--- src/rtl/gpio_port_pkg.sv ---
package gpio_port_pkg;
   typedef enum logic [1:0] {
      RSEL_NONE = 2'd0,
      RSEL_DIR  = 2'd1,
      RSEL_PORT = 2'd2
   } rsel_e;

   // port read outranks direction read
   function automatic rsel_e pick_read(input logic rp, input logic rd);
      if (rp)      return RSEL_PORT;
      else if (rd) return RSEL_DIR;
      else         return RSEL_NONE;
   endfunction
endpackage

--- src/rtl/gpio_sync.sv ---
module gpio_sync #(
   parameter int W      = 8,
   parameter int STAGES = 2
) (
   input  logic         clk,
   input  logic         rst_n,
   input  logic [W-1:0] d,
   output logic [W-1:0] q
);
   logic [W-1:0] st [STAGES];

   for (genvar s = 0; s < STAGES; s++) begin : g_stage
      if (s == 0) begin : g_first
         always_ff @(posedge clk or negedge rst_n)
            if (!rst_n) st[0] <= '0;
            else        st[0] <= d;
      end else begin : g_next
         always_ff @(posedge clk or negedge rst_n)
            if (!rst_n) st[s] <= '0;
            else        st[s] <= st[s-1];
      end
   end

   assign q = st[STAGES-1];
endmodule

--- src/rtl/gpio_chg_det.sv ---
module gpio_chg_det #(
   parameter int N            = 4,
   parameter bit SAMPLE_STAGE = 1'b1
) (
   input  logic         clk,
   input  logic         rst_n,
   input  logic [N-1:0] lvl,
   input  logic [N-1:0] mon_en,
   input  logic         capture,
   input  logic         clr,
   output logic         flag
);
   logic [N-1:0] ref_q;
   logic [N-1:0] samp;
   logic         mismatch;

   always_ff @(posedge clk or negedge rst_n)
      if (!rst_n)       ref_q <= '0;
      else if (capture) ref_q <= lvl;

   if (SAMPLE_STAGE) begin : g_samp_reg
      always_ff @(posedge clk or negedge rst_n)
         if (!rst_n) samp <= '0;
         else        samp <= lvl;
   end else begin : g_samp_thru
      assign samp = lvl;
   end

   assign mismatch = |((samp ^ ref_q) & mon_en);

   // a live mismatch outranks the clear
   always_ff @(posedge clk or negedge rst_n)
      if (!rst_n)        flag <= 1'b0;
      else if (mismatch) flag <= 1'b1;
      else if (clr)      flag <= 1'b0;
endmodule

--- src/rtl/gpio_edge_irq.sv ---
module gpio_edge_irq (
   input  logic clk,
   input  logic rst_n,
   input  logic lvl,
   input  logic rise_sel,
   input  logic clr,
   output logic flag
);
   logic prev;
   logic hit;

   always_ff @(posedge clk or negedge rst_n)
      if (!rst_n) prev <= 1'b0;
      else        prev <= lvl;

   assign hit = rise_sel ? (lvl & ~prev) : (~lvl & prev);

   always_ff @(posedge clk or negedge rst_n)
      if (!rst_n)   flag <= 1'b0;
      else if (hit) flag <= 1'b1;
      else if (clr) flag <= 1'b0;
endmodule

--- src/rtl/gpio_chg_port.sv ---
module gpio_chg_port #(
   parameter int WIDTH        = 8,
   parameter int CHG_LO       = 4,
   parameter int SYNC_STAGES  = 2,
   parameter int EXT_BIT      = 0,
   parameter bit SAMPLE_STAGE = 1'b1
) (
   input  logic             clk,
   input  logic             rst_n,
   input  logic [WIDTH-1:0] bus_wdata,
   input  logic             wr_data,
   input  logic             wr_dir,
   input  logic             rd_port,
   input  logic             rd_dir,
   output logic [WIDTH-1:0] rd_data,
   input  logic             pu_en_n,
   input  logic             ext_rise,
   input  logic             chg_clr,
   input  logic             ext_clr,
   input  logic [WIDTH-1:0] pin_in,
   output logic [WIDTH-1:0] pin_out,
   output logic [WIDTH-1:0] pin_oe,
   output logic [WIDTH-1:0] pin_pu,
   output logic             chg_flag,
   output logic             ext_flag
);
   import gpio_port_pkg::*;

   localparam int NCHG = WIDTH - CHG_LO;

   if (WIDTH < 1)            begin : g_bad_w   $error("WIDTH must be positive"); end
   if (CHG_LO >= WIDTH)      begin : g_bad_chg $error("CHG_LO must be below WIDTH"); end
   if (SYNC_STAGES < 2)      begin : g_bad_syn $error("SYNC_STAGES must be at least 2"); end
   if (EXT_BIT >= WIDTH)     begin : g_bad_ext $error("EXT_BIT must be below WIDTH"); end

   logic [WIDTH-1:0] data_q;
   logic [WIDTH-1:0] dir_q;
   logic [WIDTH-1:0] pin_s;
   logic [WIDTH-1:0] port_view;
   rsel_e            rsel;

   always_ff @(posedge clk or negedge rst_n)
      if (!rst_n)       data_q <= '0;
      else if (wr_data) data_q <= bus_wdata;

   always_ff @(posedge clk or negedge rst_n)
      if (!rst_n)      dir_q <= '1;
      else if (wr_dir) dir_q <= bus_wdata;

   gpio_sync #(.W(WIDTH), .STAGES(SYNC_STAGES)) u_sync (
      .clk   (clk),
      .rst_n (rst_n),
      .d     (pin_in),
      .q     (pin_s)
   );

   for (genvar i = 0; i < WIDTH; i++) begin : g_bit
      assign port_view[i] = dir_q[i] ? pin_s[i] : data_q[i];
      assign pin_oe[i]    = ~dir_q[i];
      assign pin_pu[i]    = dir_q[i] & ~pu_en_n;
   end

   assign pin_out = data_q;

   always_comb begin
      rsel = pick_read(rd_port, rd_dir);
      unique case (rsel)
         RSEL_PORT: rd_data = port_view;
         RSEL_DIR:  rd_data = dir_q;
         default:   rd_data = '0;
      endcase
   end

   gpio_chg_det #(.N(NCHG), .SAMPLE_STAGE(SAMPLE_STAGE)) u_chg (
      .clk     (clk),
      .rst_n   (rst_n),
      .lvl     (pin_s[WIDTH-1:CHG_LO]),
      .mon_en  (dir_q[WIDTH-1:CHG_LO]),
      .capture (rd_port),
      .clr     (chg_clr),
      .flag    (chg_flag)
   );

   gpio_edge_irq u_ext (
      .clk      (clk),
      .rst_n    (rst_n),
      .lvl      (pin_s[EXT_BIT]),
      .rise_sel (ext_rise),
      .clr      (ext_clr),
      .flag     (ext_flag)
   );
endmodule

--- config.mk ---
export PLATFORM = sky130hd
export DESIGN_NAME = gpio_chg_port
export DESIGN_NICKNAME = d
export VERILOG_FILES = /design/src/rtl/gpio_port_pkg.sv /design/src/rtl/gpio_sync.sv /design/src/rtl/gpio_chg_det.sv /design/src/rtl/gpio_edge_irq.sv /design/src/rtl/gpio_chg_port.sv
export SDC_FILE = /design/constraint.sdc
export NUM_CORES = 1
export LEC_CHECK = 0
export ABC_AREA = 1
export ABC_CLOCK_PERIOD_IN_PS = 800
export BUFFER_PORTS_ARGS = -buffer_cell sky130_fd_sc_hd__buf_2
export CAP_MARGIN = 20
export CORE_MARGIN = 2
export CORE_UTILIZATION = 44
export CTS_CLUSTER_DIAMETER = 50
export DETAILED_ROUTE_END_ITERATION = 8
export PLACE_DENSITY = 0.73
export SLEW_MARGIN = 20
export SYNTH_ARGS = -nofsm -noshare
export SYNTH_HDL_FRONTEND = slang
export SYNTH_SLANG_ARGS = --single-unit
--- constraint.sdc ---
create_clock -name clk -period 0.8 [get_ports clk]
set_input_delay 0.04 -clock clk [delete_from_list [all_inputs] [get_ports clk]]
set_output_delay 0.04 -clock clk [all_outputs]
set_load 0.05 [all_outputs]
; ---- Word-level counts from Yosys, hierarchy flattened
; Cells that the tools add are included.
[classes]
n_eq_ne = 2
bitwise_logic = 23
muxes = 16
reduce_logical = 3
[op_table]
columns = op, n
row1 = case mux 8 bit (2 select lines), 1
row2 = two-way mux 1 bit, 14
row3 = NOT 1 bit, 11
row4 = bitwise AND 1 bit, 10
row5 = bitwise AND 4 bit, 1
row6 = nonzero test 2 bit, 2
row7 = OR reduction 4 bit, 1
row8 = XOR 4 bit, 1
row9 = "equality test 2 x 1 -> 1 bit, second input constant", 1
row10 = "equality test 2 bit, second input constant", 1
row11 = two-way mux 2 bit, 1
[totals]
out_inout_bits = 34
in_bits = 26
wordCells = 53
register_bits = 43

; ---- Depth between registers and ports, before layout
[logic_depth]
word_depth = 4
depth_mapped = 6

; ---- By module
; A second synthesis with hierarchy kept.
[unflattened]
cells_unflattened = 197
area_unflattened_um2 = 1791.7
[modules_own_cells]
columns = module, n_inst, cells_per_inst, area_each_um2, seq_area_each_um2
row1 = gpio_chg_port, 1, 126, 892.1, 410.4
row2 = gpio_sync, 1, 24, 460.4, 400.4
row3 = gpio_chg_det, 1, 37, 355.3, 225.2
row4 = gpio_edge_irq, 1, 10, 83.8, 50.0

; ---- Least setup slack after synthesis
; Ideal clock, no wire load.
[synth_timing]
path_type = register to output
from = reg dir_q[3]
to = out rd_data[3]
arrival_time_ns = 1.531
n_path_buf = 0
setup_slack_ns = -0.771
stages_incl_launch_ff = 3
path_cell_list = dfstp_2 inv_1 o21ai_1
[synth_via]
elab_chain_cells = 2
[synth_lines]
columns = item, line_no
row1 = from (decl), gpio_chg_port.sv:37  ; logic [WIDTH-1:0] dir_q;
row2 = from (signal assigned), gpio_chg_port.sv:48  ; else if (wr_dir) dir_q <= bus_wdata;
row3 = two-way mux 1 bit, gpio_chg_port.sv:58  ; assign port_view[i] = dir_q[i] ? pin_s[i] : data_q[i];
row4 = case mux 8 bit (2 select lines) *, gpio_chg_port.sv:67  ; unique case (rsel)
row5 = to (decl), gpio_chg_port.sv:15  ; output logic [WIDTH-1:0] rd_data,
; Every way passes the cells marked *; elsewhere a longest branch is shown, timed or not.

; ---- Worst setup path in the final report
; Ends and elaborated chain as after synthesis.

==> out/results.ini <==
[status]
status=finished with violations
violations=setup timing

[power_and_ir_drop]
switching_share=0.3501
powerDensity_nw_per_um2=1892
finalPower_mw=6.045
ir_worst_vdd_mv=1.412
p_int_mw=3.929
p_clk_frac=0.219
p_comb_frac=0.363
seq_power_share=0.418
power.switching_mw=2.117
p_leak_nw=1.478

[route]
routed_via_density=4.987
drc=0
ant_nets=0
vias=1581
drt-initial-drc-count=84
routed_wl_um=5513
wire_per_inst_um=17.39
drt_pass1_iterations=4

[flow_run]
max_cap_violations=0

[floorplan]
die_w_um=66.85
die_area_um2=4468
coreArea_um2=3716
die_h_um=66.85
boundaryPins=60
initial_utilization=0.4677
rows=22

[place]
port-buffer-count=59
gp_congestion=0.7295
place_hpwl_um=2689

[yosys]
ys_seq_area_frac=0.6249
synthAdderAreaFrac=0
ys_top_cells_by_area=dfrtp_1 50%, dfstp_2 12%, nand2_1 6.7%
postSynthAreaPerCell_um2=11.29
synthSimpleGateAreaFrac=0.1080
synth_top_area_frac=0.5040
syn_area_um2=1738
synthCells=154
synth_nets=180
synth_top_family_by_area=compound AO/OA/AOI/OAI gates
yosysWarningCount=0
synth_compound_area_frac=0.1310
ys_types=20
yosys.area_share.xor_xnor=0
synthMuxAreaShare=0.06048
synth_area_leader_cell=dfrtp_1
synth-seq-cells=43

[global_route]
antenna_found_initial=0
grt_max_degree=20
grt_use_total=0.2408
grt_pass1_vias=1591
grt_first_pass_wirelength_um=7500
grt_overflow_total=0

[cts]
clkTransAtPathRegs_ns=0.08
cts_made_buffers=5
clkLatencyLatePin_ns=0.30
cts_tree=built
cts.sinks=43
htreeDepth=2
clock_tree.buffer_depth=2
root_buffer=clkbuf_8

[layout]
area_growth_pct=83.87
fillerInstances=169
final_layout_size_suffix_gt1_frac=0.6654
layout.nets=294
antennaDiodeCount=0
finalCoreUtilization=0.8599

[timing]
hold_viol=0
fmax_mhz=684.3
setup_slack_ns=-0.6614
rsz0062_at_grt=true
slew_headroom=0.6848
finalSetupViolCount=51
fin_crit_sh=1.827
period_minus_slack_ns=1.461
tightest_slew_ns=0.4728
slew_viol_final=0
skew_ns=0.009577

[setup_path]
startpoint_type=flop
required_ns=0.76
arrival_ns=1.42
cp_max_fo=3
critPathKind=flop to output pin
worstSetupEndpointType=output pin

[min_path]
min_path_type=input port to flop

-- power groups by stage --
stage	logic, mW	registers, mW	clock network [mW]
after floorplan	0.879	2.70	0
after global placement	1.49	2.51	0
after detailed placement	1.50	2.52	0
after CTS	1.95	2.51	1.34
after global routing	2.29	2.54	1.45
final	2.19	2.53	1.32
-- cells in the mapped netlist --
cell       n
a31oi_2    4
o21ai_0   10
buf_6      2
nand2_1   31
o21ai_2    3
nor2_1    12
a21oi_1    4
o21ai_1    4
inv_4      1
buf_12     1
o221ai_1   1
inv_1     19
buf_4      1
mux2_4     7
dfstp_2    8
clkbuf_1   1
nand2_4    1
dfrtp_1   35
a21oi_2    6
nand3_1    3
-- per-layer routing --
metal / vias to the layer above / global-route usage / routed length (um)
li1: 730 / - / -
met5: - / 0 / 0
met1: 771 / 0.2550 / 1890
met3: 21 / 0.05236 / 244
met2: 59 / 0.4550 / 3138
met4: 0 / 0.09949 / 240
-- worst max-delay path, cell delays in order (launching register included) --
cell	delay (ns)
dfstp_2	0.56
nand2_1	0.07
o21ai_1	0.12
nand2_1	0.12
o21ai_4	0.07
buf_6	0.17
-- worst paths after layout --
check,start,endpoint,slack (ns),cells after the start
worst max-delay path,dir_q[3],rd_data[3],-0.66,5
worst min-delay path,rd_port,u_chg.ref_q[1],0.09,4
worst max register to register,dir_q[6],dir_q[6],-0.28,4
worst min register to register,u_sync.st[11],u_sync.q[3],0.35,0
max in group asynchronous,rst_n,dir_q[7],0.16,3
min in group asynchronous,rst_n,u_ext.prev,0.15,2
-- cell families (layout without fill, tap and decap cells) --
logic type	Yosys count	after routing
and+or+nand+nor	47	47
DFF	43	43
AOI/OAI and AO/OA	32	32
buffers and inverters	25	140
muxes	7	7
-- placed cells by master, fill, tap and decap left out, types with 4 or more instances in the layout --
cell type      netlist  routed
dfrtp_2              0      10
inv_1               19       9
buf_2                0      25
dfstp_2              8       8
buf_6                2      36
a21oi_2              6       7
inv_4                1       9
clkbuf_8             0       5
buf_8                0      16
nand2_1             31      29
o21ai_2              3      10
a31oi_4              0       4
buf_4                1      13
dlygate4sd3_1        0      19
dfrtp_1             35      25
mux2_4               7       7
nor2_4               0       8
-- repair_timing --
item | 4_1_cts | 5_1_grt
buffers inserted | 7 | 13
pin swaps | 7 | 5
endpoints found under the setup margin | 49 | 52
endpoints found under the hold margin | 62 | 0
resized for setup | 114 | 34
hold buffers | 19 | 0
-- final cells by class --
cell class                      instances  area (um2)  share of cell area
Clock buffer                            5       68.82             0.02153
Tap cell                               48       60.06             0.01879
Timing Repair Buffer                  112        1119              0.3500
Multi-Input combinational cell         86       737.0              0.2306
Clock inverter                          3       15.01            0.004699
Sequential cell                        43        1099              0.3438
Inverter                               20       97.59             0.03054
-- state kept, by name, summed over array words and instances (netlist names) --
| register | count |
|---|---|
| u_ext.flag | 1 |
| u_sync.st | 8 |
| u_chg.flag | 1 |
| u_chg.ref_q | 4 |
| dir_q | 8 |
| u_ext.prev | 1 |
| pin_out | 8 |
| u_chg.samp | 4 |
| u_sync.q | 8 |
-- through the flow --
step / TNS, ns / hold slack, ns / instances / instance area (um2) / setup WS [ns]
floorplan: -9.069 / -0.2556 / 154 / 1894 / -0.4557
global placement: -4.968 / -0.07247 / 272 / 2354 / -0.2855
detailed placement: -5.530 / -0.06438 / 272 / 2354 / -0.3040
CTS: -12.81 / 0.08618 / 306 / 3010 / -0.5548
global route: -16.21 / 0.1346 / 317 / 3196 / -0.7131
finish: -14.93 / 0.09096 / 317 / 3196 / -0.6614
(Power assumes the default switching activity.)
